===== src/rtl/divPkg.sv =====
package divPkg;

  // Strobes from the sequencer to the datapath.
  typedef struct packed {
    logic load;  // request accepted: chain takes fresh operands
    logic step;  // chain result is written back this edge
    logic last;  // this edge completes the divide
  } divStrobes_t;

endpackage


===== src/rtl/divStage.sv =====
// One non-restoring step: shift in a dividend bit, then add or subtract the
// divisor depending on the sign of the incoming partial remainder.
module divStage #(
  parameter int WIDTH = 8
) (
  input  logic [WIDTH:0]   remIn,
  input  logic             bitIn,
  input  logic [WIDTH-1:0] dvIn,
  output logic [WIDTH:0]   remOut,
  output logic             qBit
);

  logic             doSub;
  logic [WIDTH:0]   shifted;
  logic [WIDTH:0]   operand;

  always_comb begin
    doSub   = ~remIn[WIDTH];
    shifted = {remIn[WIDTH-1:0], bitIn};
    operand = {1'b0, dvIn} ^ {(WIDTH + 1){doSub}};
    remOut  = shifted + operand + {{WIDTH{1'b0}}, doSub};
    qBit    = ~remOut[WIDTH];
  end

endmodule


===== src/rtl/divDatapath.sv =====
module divDatapath
  import divPkg::*;
#(
  parameter int WIDTH           = 8,
  parameter int STAGES_PER_STEP = 4
) (
  input  logic              clk,
  input  logic              rstN,
  input  divStrobes_t       strobes,
  input  logic [WIDTH-1:0]  dividend,
  input  logic [WIDTH-1:0]  divisor,
  output logic [WIDTH-1:0]  quotient,
  output logic [WIDTH-1:0]  remainder
);

  localparam int S = STAGES_PER_STEP;

  // Held state between cycles.
  logic [WIDTH:0]   remReg;
  logic [WIDTH-1:0] numReg;
  logic [WIDTH-1:0] quoReg;
  logic [WIDTH-1:0] divisorReg;
  logic [WIDTH-1:0] origReg;
  logic             zeroReg;

  // Chain inputs: fresh operands on load, otherwise held state.
  logic [WIDTH:0]   remIn;
  logic [WIDTH-1:0] numIn;
  logic [WIDTH-1:0] quoIn;
  logic [WIDTH-1:0] dvIn;
  logic [WIDTH-1:0] origIn;
  logic             zeroIn;

  always_comb begin
    if (strobes.load) begin
      remIn  = '0;
      numIn  = dividend;
      quoIn  = '0;
      dvIn   = divisor;
      origIn = dividend;
      zeroIn = (divisor == '0);
    end else begin
      remIn  = remReg;
      numIn  = numReg;
      quoIn  = quoReg;
      dvIn   = divisorReg;
      origIn = origReg;
      zeroIn = zeroReg;
    end
  end

  // Four chained adders per cycle, no registers in between.
  logic [WIDTH:0] remChain [0:S];
  logic [S-1:0]   qBits;

  assign remChain[0] = remIn;

  for (genvar j = 0; j < S; j++) begin : g_stage
    divStage #(.WIDTH(WIDTH)) i_stage (
      .remIn (remChain[j]),
      .bitIn (numIn[WIDTH-1-j]),
      .dvIn  (dvIn),
      .remOut(remChain[j+1]),
      .qBit  (qBits[S-1-j])
    );
  end

  logic [WIDTH-1:0] quoNext;
  logic [WIDTH-1:0] numNext;
  logic [WIDTH:0]   remFixed;
  logic [WIDTH-1:0] quoFinal;
  logic [WIDTH-1:0] remFinal;

  always_comb begin
    quoNext  = {quoIn[WIDTH-S-1:0], qBits};
    numNext  = {numIn[WIDTH-S-1:0], {S{1'b0}}};
    remFixed = remChain[S][WIDTH] ? remChain[S] + {1'b0, dvIn} : remChain[S];
    quoFinal = zeroIn ? {WIDTH{1'b1}} : quoNext;
    remFinal = zeroIn ? origIn : remFixed[WIDTH-1:0];
  end

  always_ff @(posedge clk) begin
    if (!rstN) begin
      remReg     <= '0;
      numReg     <= '0;
      quoReg     <= '0;
      divisorReg <= '0;
      origReg    <= '0;
      zeroReg    <= 1'b0;
      quotient   <= '0;
      remainder  <= '0;
    end else begin
      if (strobes.step) begin
        remReg <= remChain[S];
        numReg <= numNext;
        quoReg <= quoNext;
      end
      if (strobes.load) begin
        divisorReg <= dvIn;
        origReg    <= origIn;
        zeroReg    <= zeroIn;
      end
      if (strobes.last) begin
        quotient  <= quoFinal;
        remainder <= remFinal;
      end
    end
  end

  // Checks on the held state and the results.
  logic signed [WIDTH+1:0] remWide;
  logic signed [WIDTH+1:0] dvWide;
  logic        [2*WIDTH-1:0] rebuilt;

  always_comb begin
    remWide = {remReg[WIDTH], remReg};
    dvWide  = {2'b00, divisorReg};
    rebuilt = {{WIDTH{1'b0}}, quotient} * {{WIDTH{1'b0}}, divisorReg}
            + {{WIDTH{1'b0}}, remainder};
  end

  // held partial remainder stays inside [-divisor, divisor).
  assert_partial_bound_R3: assert property (@(posedge clk) disable iff (!rstN)
    (strobes.step && !strobes.load && !zeroReg) |-> (remWide < dvWide && remWide + dvWide >= 0));

  // final remainder is below the divisor.
  assert_rem_below_divisor_R3: assert property (@(posedge clk) disable iff (!rstN)
    strobes.last |=> (zeroReg || remainder < divisorReg));

  // quotient times divisor plus remainder rebuilds the dividend.
  assert_rebuild_dividend_R2: assert property (@(posedge clk) disable iff (!rstN)
    strobes.last |=> (zeroReg || rebuilt == {{WIDTH{1'b0}}, origReg}));

  // zero divisor gives all-ones quotient and the dividend back.
  assert_zero_divisor_R4: assert property (@(posedge clk) disable iff (!rstN)
    strobes.last |=> (!zeroReg || (quotient == {WIDTH{1'b1}} && remainder == origReg)));

  // results only move on a completing edge.
  assert_result_hold_R7: assert property (@(posedge clk) disable iff (!rstN)
    !strobes.last |=> ($stable(quotient) && $stable(remainder)));

endmodule


===== src/rtl/divControl.sv =====
module divControl
  import divPkg::*;
#(
  parameter int STEPS = 2
) (
  input  logic        clk,
  input  logic        rstN,
  input  logic        start,
  output divStrobes_t strobes,
  output logic        busy,
  output logic        done
);

  localparam int CNT_W = (STEPS > 1) ? $clog2(STEPS) : 1;
  localparam logic [CNT_W-1:0] LAST_CNT = CNT_W'(STEPS - 1);

  logic             busyReg;
  logic [CNT_W-1:0] cnt;
  logic             accept;
  logic             finishNow;

  always_comb begin
    accept    = start && !busyReg;
    if (STEPS == 1) finishNow = accept;
    else            finishNow = busyReg && (cnt == LAST_CNT);
    strobes.load = accept;
    strobes.step = accept || busyReg;
    strobes.last = finishNow;
    busy         = busyReg;
  end

  always_ff @(posedge clk) begin
    if (!rstN) begin
      busyReg <= 1'b0;
      cnt     <= '0;
      done    <= 1'b0;
    end else begin
      done <= finishNow;
      if (accept && STEPS > 1) begin
        busyReg <= 1'b1;
        cnt     <= CNT_W'(1);
      end else if (busyReg) begin
        if (cnt == LAST_CNT) begin
          busyReg <= 1'b0;
          cnt     <= '0;
        end else begin
          cnt <= cnt + CNT_W'(1);
        end
      end
    end
  end

  if (STEPS > 1) begin : g_seq_checks
    // done is a single-cycle pulse.
    assert_done_single_R5: assert property (@(posedge clk) disable iff (!rstN)
      done |=> !done);

    // done only follows a busy cycle.
    assert_done_after_busy_R5: assert property (@(posedge clk) disable iff (!rstN)
      done |-> $past(busyReg));

    // busy only rises on a start request.
    assert_busy_from_start_R6: assert property (@(posedge clk) disable iff (!rstN)
      $rose(busyReg) |-> $past(start));
  end

endmodule


===== src/rtl/divUnrolled.sv =====
module divUnrolled
  import divPkg::*;
#(
  parameter int WIDTH           = 8,
  parameter int STAGES_PER_STEP = 4
) (
  input  logic             clk,
  input  logic             rstN,
  input  logic             start,
  input  logic [WIDTH-1:0] dividend,
  input  logic [WIDTH-1:0] divisor,
  output logic             busy,
  output logic             done,
  output logic [WIDTH-1:0] quotient,
  output logic [WIDTH-1:0] remainder
);

  localparam int STEPS = WIDTH / STAGES_PER_STEP;

  divStrobes_t strobes;

  divControl #(.STEPS(STEPS)) i_control (
    .clk    (clk),
    .rstN   (rstN),
    .start  (start),
    .strobes(strobes),
    .busy   (busy),
    .done   (done)
  );

  divDatapath #(
    .WIDTH          (WIDTH),
    .STAGES_PER_STEP(STAGES_PER_STEP)
  ) i_datapath (
    .clk      (clk),
    .rstN     (rstN),
    .strobes  (strobes),
    .dividend (dividend),
    .divisor  (divisor),
    .quotient (quotient),
    .remainder(remainder)
  );

endmodule


===== config.mk =====
export PLATFORM = sky130hd
export DESIGN_NAME = divUnrolled
export DESIGN_NICKNAME = d
export VERILOG_FILES = /design/src/rtl/divPkg.sv /design/src/rtl/divStage.sv /design/src/rtl/divDatapath.sv /design/src/rtl/divControl.sv /design/src/rtl/divUnrolled.sv
export SDC_FILE = /design/constraint.sdc
export NUM_CORES = 1
export LEC_CHECK = 0
export BUFFER_PORTS_ARGS = -buffer_cell sky130_fd_sc_hd__clkbuf_2
export CAP_MARGIN = 20
export CORE_MARGIN = 4
export CORE_UTILIZATION = 25
export DETAILED_ROUTE_END_ITERATION = 10
export PLACE_DENSITY = 0.47
export SLEW_MARGIN = 15
export SYNTH_ARGS = -nofsm -noshare
export SYNTH_HDL_FRONTEND = slang
export SYNTH_HIERARCHICAL = 1
export SYNTH_SLANG_ARGS = --single-unit

===== constraint.sdc =====
create_clock -name clk -period 11.1 [get_ports clk]
set_input_delay 0 -clock clk [delete_from_list [all_inputs] [get_ports clk]]
set_output_delay 0 -clock clk [all_outputs]
set_load 0.05 [all_outputs]

==> run summary, run 1 <==
* post-route minimum period: 9.828 ns
* area of the placeable core: 18,090 um^2
* initial antenna violation count: 0
* die area: 20,790 um^2
* critical path peak fanout: 16
* num rows: 49
* # port buffers: 36
* most numerous cell on the critical path: sky130_fd_sc_hd__xnor2_1
* peak clock frequency supported by timing: 0.1018 GHz
* pin count of the biggest net entering global routing: 55
* worst slew margin relative to its limit: 24.39%
* DRC violation count after routing: 0
* number of buffers and inverters on the critical path: 6
* final hold violation count: 0
* area leader, netlist: sky130_fd_sc_hd__dfxtp_1
* synthesized instance count: 543
* mean area per synthesized cell: 8.537 um^2
* Vias: 3,850
* worst setup skew after layout: 0.005087 ns
* status: complete, no violations
* final period utilization: 88.54%
* Routed WL: 12,160 um
* GRT Overall Usage: 11.86%
* Critical Path Start Type: register
* worst min-delay path class: input port to register
* Setup Total Neg Slack: 0 ns
* Avg WL per Cell: 15.20 um
* endpoint kind of the worst setup timing path: register
* commonest cells in the synthesized netlist: 53 x sky130_fd_sc_hd__dfxtp_1, 51 x sky130_fd_sc_hd__xnor2_1, 46 x sky130_fd_sc_hd__nor2b_1
* slowest stage cell on the critical path: sky130_fd_sc_hd__nor2b_1
* number of buffers created by CTS: 5
* root buffer selected by CTS: sky130_fd_sc_hd__clkbuf_16
* I/O pin count: 37
* cell family contributing the most delay on the critical path: XOR/XNOR gates
* Hold Slack: 0.02377 ns
* Tightest Pin Transition: 1.134 ns
* Net count, final: 630
* commonest register cell after synthesis: sky130_fd_sc_hd__dfxtp_1
* post-CTS setup buffer count: 0
* Bufs on Longest Clock Path: 2
* Clock H-tree levels: 2
* nets in the synthesized netlist: 602
* Yosys Warn Count: 6
* TritonCTS clock tree: done
* Critical Path AT: 10.01 ns
* top-area cell type share of the netlist area: 22.89%
* largest stage delay on the critical path: 0.82 ns
* number of flops mapped to enable cells by yosys: 0
* unique cell type count in the Yosys netlist: 62
* combined area of all synthesized cells: 4636 um^2
* global-route wire length before repair: 19,880 um
* share of synthesized registers carrying an async set or reset: 0%
* clock edge transition at the registers on the reported setup and hold paths: 0.07 ns
* count of antenna diodes in the layout: 0
* flip-flop and latch count after synthesis: 53
* dominant cells by area after synthesis: sky130_fd_sc_hd__dfxtp_1 23%, sky130_fd_sc_hd__xnor2_1 9.6%, sky130_fd_sc_hd__ha_1 9.4%, sky130_fd_sc_hd__nor2b_1 6.2%, sky130_fd_sc_hd__mux2i_1 5.0%
* count of non-filler cells in the finished layout: 800
* number of detailed-route iterations in the first pass: 6
* classification of the worst setup path: register to register
* Filler Cell Count: 1,949
* number of global-route vias before repair: 3,791
* setup repair after global routing missed its margin: false
* violation count after the first detailed-route iteration: 151
* DP HPWL: 9290 um
* fraction of the yosys area taken by sequential cells: 22.89%
* Starting Density: 25.63%
* post-route ant nets: 0
* number of violations of the max-capacitance limit: 0
* global route overflow: 0
* signed area change from the synthesized netlist to the final layout: 11.66%
* Setup violations, final: 0
* leading cell type by number of instances after synthesis: sky130_fd_sc_hd__dfxtp_1
* Sinks on Clock Net: 53
* Req. time, crit path: 11.28 ns
* placed insts: 789
* average vias per placed instance: 4.813
* clock latency of the later-clocked register in the worst-skew pair: 0.29 ns
* Final GP Congestion: 0.7982
* floorplan die height: 144.2 um
* die span in x: 144.2 um
* pins over their slew limit: 0
* fraction of layout cells with a size suffix above 1: 16.11%
per-stage QoR:
step	util, %	instance area, um^2	setup WS [ns]
2_1_floorplan	-	4636	2.299
3_3_place_gp	27.64	5000	1.183
3_5_place_dp	27.64	5000	0.9221
4_1_cts	28.58	5169	0.8526
5_1_grt	28.62	5176	0.3713
6_report	28.62	5176	1.272
layout by cell type, fill, tap and decap left out, types with 23 or more instances in the layout:
master,instances
sky130_fd_sc_hd__dfxtp_1,53
sky130_fd_sc_hd__xnor2_1,51
sky130_fd_sc_hd__nor2b_1,45
sky130_fd_sc_hd__nand2_1,36
sky130_fd_sc_hd__clkbuf_2,36
sky130_fd_sc_hd__ha_1,35
sky130_fd_sc_hd__inv_1,32
sky130_fd_sc_hd__o21ai_0,26
sky130_fd_sc_hd__a21oi_1,26
sky130_fd_sc_hd__mux2i_1,23
routing by layer:
| layer | vias to the layer above | GRT usage (%) | part of all wire [%] |
|---|---|---|---|
| met2 | 89 | 20.24 | 47 |
| met3 | 8 | 1.224 | 2.9 |
| met5 | - | 0 | 0 |
| li1 | 1951 | - | - |
| met1 | 1802 | 16.36 | 49 |
| met4 | 0 | 2.258 | 0.92 |
area by class of cell:
cell class | count | area (um^2) | area share, %
Clock buffer | 5 | 125.1 | 2.417
Clock inverter | 2 | 13.76 | 0.2659
Inverter | 32 | 120.1 | 2.321
Multi-Input combinational cell | 435 | 3322 | 64.18
Sequential cell | 53 | 1061 | 20.50
Tap cell | 229 | 286.5 | 5.535
Timing Repair Buffer | 44 | 247.7 | 4.786
repair_timing:
action / 4_1_cts / 5_1_grt
hold buffers: 3 / 0
endpoints found under the hold margin: 3 / 0
gates resized for setup: 0 / 0
state kept, by name (all words and copies together), names as in the netlist, 4 cells and up:
signal,count
i_datapath/quotient,8
i_datapath/quoReg,4
i_datapath/remReg,9
i_datapath/divisorReg,8
i_datapath/numReg,4
i_datapath/origReg,8
i_datapath/remainder,8
worst reg2reg max path, delay by kind of cell, from the launching register on:
| kind | cells | cell delay (ns) |
|---|---|---|
| xor+xnor | 9 | 2.84 |
| simple gates | 11 | 1.99 |
| fa+ha+maj | 5 | 2.11 |
| compound gates | 11 | 1.64 |
| buf+inv | 6 | 0.69 |
| flops | 1 | 0.46 |
cells by family after synthesis:
family	share of synthesized area, %
xor gates and xnor gates	12.09
AOI/OAI and AO/OA	19.41
muxes	6.910
adders and majority gates	11.61
and+or+nand+nor	21.48
DFF	22.89
buffers and inverters	5.614
path summary, 6_finish.rpt:
kind                    startpoint                       to  slack, ns  depth (start not counted)
max                 i_control/busy  i_datapath/remainder[7]       1.27                         42
min                    dividend[5]    i_datapath/origReg[5]       0.02                          3
max reg2reg         i_control/busy  i_datapath/remainder[7]       1.27                         42
min reg2reg  i_datapath/origReg[7]    i_datapath/origReg[7]       0.48                          2
Power of run 1 is not shown: default switching activity piles up to over one toggle a cycle in this logic, so the estimate is an artifact.
==> run 2, diff against run 1 <==
Settings changed: PLACE_DENSITY 0.47 to default.
==> run 2 against run 1 <==
  * Critical path depth up 3
  * Sequential share of layout area about the same
  * Setup slack improved by 0.65 ns
==> run summary, run 2 (synthesized netlist as in run 1, its figures left out) <==
* endpoint kind of the worst setup timing path: register
* root buffer selected by CTS: sky130_fd_sc_hd__clkbuf_16
* status: complete, no violations
* global route overflow: 0
* GRT Overall Usage: 11.03%
* floorplan die height: 144.2 um
* fraction of layout cells with a size suffix above 1: 16.32%
* number of buffers created by CTS: 5
* slowest stage cell on the critical path: sky130_fd_sc_hd__nor2b_4
* average vias per placed instance: 4.711
* number of violations of the max-capacitance limit: 0
* peak clock frequency supported by timing: 0.1089 GHz
* Net count, final: 628
* Largest register FFs: 9
* most frequent cells in the layout: 53 x sky130_fd_sc_hd__dfxtp_1, 51 x sky130_fd_sc_hd__xnor2_1, 45 x sky130_fd_sc_hd__nor2b_1
* Sinks on Clock Net: 53
* clock edge transition at the registers on the reported setup and hold paths: 0.07 ns
* global-route wire length before repair: 18,620 um
* DP HPWL: 8698 um
* worst slew margin relative to its limit: 30.09%
* start of the worst register-to-register path: i_control/busy
* pins over their slew limit: 0
* worst min-delay path class: input port to register
* number of global-route vias before repair: 3,650
* initial antenna violation count: 0
* I/O pin count: 37
* most numerous cell on the critical path: sky130_fd_sc_hd__xnor2_1
* post-route ant nets: 0
* # port buffers: 36
* Avg WL per Cell: 13.93 um
* final period utilization: 82.73%
* Vias: 3,764
* largest stage delay on the critical path: 0.51 ns
* Bufs on Longest Clock Path: 2
* die area: 20,790 um^2
* die span in x: 144.2 um
* critical path peak fanout: 23
* Setup Total Neg Slack: 0 ns
* TritonCTS clock tree: done
* logic depth of the worst register-to-register path: 45
* r2r setup slk: 1.92 ns
* clock latency of the later-clocked register in the worst-skew pair: 0.29 ns
* post-route minimum period: 9.183 ns
* Routed WL: 11,130 um
* pin count of the biggest net entering global routing: 55
* area of the placeable core: 18,090 um^2
* Setup violations, final: 0
* number of detailed-route iterations in the first pass: 4
* Final GP Congestion: 0.8669
* setup repair after global routing missed its margin: false
* Critical Path Start Type: register
* worst hold path stage count: 3
* final hold violation count: 0
* post-CTS setup buffer count: 0
* Req. time, crit path: 11.27 ns
* cells resized by post-CTS repair: 0
* Critical Path AT: 9.36 ns
* DRC violation count after routing: 0
* leading cell type in the layout, fill and taps excluded: sky130_fd_sc_hd__dfxtp_1
* Worst Min Path Start: dividend[0]
* top register by number of flip-flops: i_datapath/remReg
* signed area change from the synthesized netlist to the final layout: 11.71%
* worst setup skew after layout: 0.003501 ns
* Clock H-tree levels: 2
* classification of the worst setup path: register to register
* count of antenna diodes in the layout: 0
* Starting Density: 25.63%
* violation count after the first detailed-route iteration: 209
* capture point of the worst reg-to-reg path: i_datapath/remainder[7]
* num rows: 49
* Endpoint, Worst Hold: i_datapath/numReg[4]
* Tightest Pin Transition: 1.046 ns
[run 2: cell types whose count changed in the layout (fill, tap and decap cells not counted)]
cell / before / now
sky130_fd_sc_hd__clkbuf_8: 0 / 2
sky130_fd_sc_hd__clkinv_2: 1 / 0
sky130_fd_sc_hd__dlygate4sd3_1: 3 / 1
[run 2: what timing repair did]
item / in CTS / in global routing
hold buffers: 1 / 0
hold endpoints to repair: 1 / 0
setup endpoints to repair: 0 / 0
[run 2: worst max path at each step]
stage / slack, ns / cells past startpoint / endpoint / from
2_1_floorplan: 2.30 / 48 / i_datapath/remainder[7] / i_control/busy
3_3_place_gp: 2.18 / 45 / i_datapath/remainder[7] / i_control/busy
3_5_place_dp: 1.89 / 45 / i_datapath/remainder[7] / i_control/busy
4_1_cts: 1.85 / 45 / i_datapath/remainder[7] / i_control/busy
5_1_grt: 1.05 / 45 / i_datapath/remainder[7] / i_control/busy
6_report: 1.92 / 45 / i_datapath/remainder[7] / i_control/busy
[run 2: final cells by class]
type | count | area [um^2]
flip-flops and latches | 53 | 1061
inverters | 32 | 120.1
multi-input cells | 435 | 3322
clock buffers | 7 | 152.6
fillers | 1932 | 12910
clock inverters | 1 | 8.758
repair buffers | 42 | 227.7
well taps | 229 | 286.5
[run 2: per-stage QoR]
| stage | hold slack, ns | setup slack [ns] | area [um^2] | instances | utilization (%) |
|---|---|---|---|---|---|
| 2_1_floorplan | 0.1175 | 2.299 | 4636 | 543 | - |
| 3_3_place_gp | 0.2853 | 2.182 | 5007 | 790 | 27.69 |
| 3_5_place_dp | 0.2987 | 1.893 | 5007 | 790 | 27.69 |
| 4_1_cts | 0.003222 | 1.854 | 5179 | 799 | 28.63 |
| 5_1_grt | 0.01920 | 1.051 | 5179 | 799 | 28.63 |
| 6_report | 0.008206 | 1.917 | 5179 | 799 | 28.63 |
[run 2: critical path, delay by kind of cell (launching register included)]
family,cells,cell delay [ns]
AOI/OAI and AO/OA,11,1.58
buffers and inverters,8,1.18
muxes,1,0.42
DFF,1,0.38
adders and majority gates,5,2.06
xor gates and xnor gates,8,1.53
and+or+nand+nor,12,1.91
[run 2: metal layers]
layer,vias to the layer above,GRT usage [%],part of all wire (%)
li1,1948,-,-
met1,1749,15.50,51
met2,57,18.32,46
met3,10,1.025,2.5
met4,0,2.553,0.99
met5,-,0,0
Power of run 2 is left out for the same reason.
==> run 3, diff against run 2 <==
Settings changed: ABC_AREA from default to 1.
Clock period 11.1 ns to 8.2 ns, I/O delays scaled along.
==> run 3 against run 2 <==
  * Synthesized area rose by 2.2%
  * Cell count is 27% higher
  * Flip-flop and latch count unchanged
  * Sequential share of layout area decreased by 0.75 points
  * Non-clock buffer count rose by 7
  * Setup slack got worse by 1.1 ns
  * Critical path type unchanged
==> run summary, run 3 <==
* number of flops mapped to enable cells by yosys: 0
* commonest cells in the synthesized netlist: 214 x sky130_fd_sc_hd__nand2_1, 121 x sky130_fd_sc_hd__inv_1, 72 x sky130_fd_sc_hd__nor2_1
* post-route ant nets: 0
* Req. time, crit path: 8.42 ns
* synthesized instance count: 746
* dominant cells by area after synthesis: sky130_fd_sc_hd__dfxtp_1 22%, sky130_fd_sc_hd__nand2_1 17%, sky130_fd_sc_hd__inv_1 9.6%, sky130_fd_sc_hd__ha_1 9.2%, sky130_fd_sc_hd__nor2_1 5.7%
* violation count after the first detailed-route iteration: 272
* endpoint kind of the worst setup timing path: register
* leading cell type in the layout, fill and taps excluded: sky130_fd_sc_hd__nand2_1
* global-route wire length before repair: 20,130 um
* status: complete, no violations
* # port buffers: 36
* global route overflow: 0
* top register by number of flip-flops: i_datapath/remReg
* initial antenna violation count: 0
* area leader, netlist: sky130_fd_sc_hd__dfxtp_1
* count of non-filler cells in the finished layout: 1,014
* core occupancy in the finished layout: 28.74%
* top-area cell type share of the netlist area: 22.39%
* root buffer selected by CTS: sky130_fd_sc_hd__clkbuf_16
* num rows: 50
* floorplan die height: 145.7 um
* area of the placeable core: 18,710 um^2
* Post-Place Cell Area: 5106 um^2
* mean area per synthesized cell: 6.353 um^2
* number of violations of the max-capacitance limit: 0
* classification of the worst setup path: register to register
* Routed WL: 12,140 um
* number of global-route vias before repair: 4,123
* Largest register FFs: 9
* die area: 21,230 um^2
* Avg WL per Cell: 11.97 um
* placed insts: 999
* Design Area, Final: 5376 um^2
* clock edge transition at the registers on the reported setup and hold paths: 0.07 ns
* Vias: 4,488
* largest stage delay on the critical path: 0.47 ns
* leading cell type by number of instances after synthesis: sky130_fd_sc_hd__nand2_1
* GRT Overall Usage: 11.28%
* die span in x: 145.7 um
* post-CTS setup buffer count: 0
* combined area of all synthesized cells: 4740 um^2
* worst min-delay path class: input port to register
* Critical Path Start Type: register
* DP HPWL: 9491 um
* final hold violation count: 0
* signed area change from the synthesized netlist to the final layout: 13.44%
* share of synthesized registers carrying an async set or reset: 0%
* Setup violations, final: 0
* pins over their slew limit: 0
* DRC violation count after routing: 0
* Clock H-tree levels: 2
* unique cell type count in the Yosys netlist: 37
* clock latency of the later-clocked register in the worst-skew pair: 0.29 ns
* pin count of the biggest net entering global routing: 30
* fraction of layout cells with a size suffix above 1: 13.59%
* slowest stage cell on the critical path: sky130_fd_sc_hd__fa_1
* final period utilization: 90.41%
* average vias per placed instance: 4.426
* Starting Density: 25.34%
* Final GP Congestion: 0.8422
* number of detailed-route iterations in the first pass: 5
* peak clock frequency supported by timing: 0.1349 GHz
* most numerous cell on the critical path: sky130_fd_sc_hd__nand3_1
* Tightest Pin Transition: 0.8134 ns
* TritonCTS clock tree: done
* Bufs on Longest Clock Path: 2
* I/O pin count: 37
* Sinks on Clock Net: 53
* count of antenna diodes in the layout: 0
* Yosys Warn Count: 6
* Net count, final: 838
* worst setup skew after layout: 0.006842 ns
* flip-flop and latch count after synthesis: 53
* worst slew margin relative to its limit: 45.71%
* post-route minimum period: 7.414 ns
* Critical Path AT: 7.63 ns
* critical path peak fanout: 9
* setup repair after global routing missed its margin: false
* number of buffers created by CTS: 5
* Hold Slack: 0.01153 ns
* commonest register cell after synthesis: sky130_fd_sc_hd__dfxtp_1
* fraction of the yosys area taken by sequential cells: 22.39%
* Filler Cell Count: 2,031
* nets in the synthesized netlist: 805
* most frequent cells in the layout: 211 x sky130_fd_sc_hd__nand2_1, 120 x sky130_fd_sc_hd__inv_1, 71 x sky130_fd_sc_hd__nor2_1
[run 3: cell count changes after synthesis, sizes merged, moves of 9 or more]
cell    previous run  this run
a21boi             9         0
a21oi             32        51
and2              15         1
inv               32       125
mux2i             23         1
nand2             36       239
nand2b            10         0
nand3             16        34
nor2              20        76
nor2b             47         0
nor3              13         1
o21ai             30        42
xnor2             51        28
[run 3: timing repair]
item / 4_1_cts / 5_1_grt
hold endpoints to repair: 7 / 0
endpoints found under the setup margin: 5 / 11
pin swaps: 0 / 0
resized for setup: 1 / 7
gates cloned: 0 / 0
hold buffers: 6 / 0
[run 3: worst max-delay path: cells and delay by family, from the launching register on]
kind,cells,cell delay (ns)
buf+inv,3,0.32
flops,1,0.35
compound gates,7,1.42
simple gates,18,2.20
fa+ha+maj,5,2.15
xor+xnor,4,0.87
[run 3: through the flow]
step           setup WS [ns]  TNS, ns
4_1_cts              0.05631        0
3_3_place_gp          0.1797        0
5_1_grt              0.05044        0
2_1_floorplan         0.8075        0
3_5_place_dp        -0.09598  -0.2197
6_report              0.7860        0
[run 3: worst paths after layout]
check | start | to | slack (ns) | cells after the start
max | i_control/busy | i_datapath/remainder[7] | 0.79 | 37
min | start | i_control/busy | 0.01 | 3
max reg2reg | i_control/busy | i_datapath/remainder[7] | 0.79 | 37
min reg2reg | i_datapath/quoReg[3] | i_datapath/quoReg[3] | 0.46 | 2
[run 3: layer usage]
| layer | wire length (um) | global-route usage [%] | vias to the layer above |
|---|---|---|---|
| met5 | 0 | 0 | - |
| met1 | 5983 | 15.83 | 2036 |
| met3 | 455 | 1.588 | 9 |
| met2 | 5601 | 18.75 | 81 |
| li1 | - | - | 2362 |
| met4 | 100 | 1.804 | 0 |
[run 3: layout make-up]
type / count / area, um^2 / share of cell area, %
Clock buffer: 7 / 142.6 / 2.653
Sequential cell: 53 / 1061 / 19.73
Tap cell: 234 / 292.8 / 5.446
Multi-Input combinational cell: 545 / 3088 / 57.44
Timing Repair Buffer: 49 / 292.8 / 5.446
Inverter: 125 / 469.2 / 8.727
Clock inverter: 1 / 30.03 / 0.5585
[run 3: cell families after synthesis]
kind of cell / Yosys count / synth area share (%)
AND/OR/NAND/NOR: 357 / 32.18
buffers and inverters: 148 / 13.15
AO/OA/AOI/OAI: 103 / 11.96
flip-flops: 53 / 22.39
XOR/XNOR: 44 / 8.765
adder cells (fa/ha/maj): 40 / 11.35
multiplexers: 1 / 0.2112
Power of run 3 is left out for the same reason.
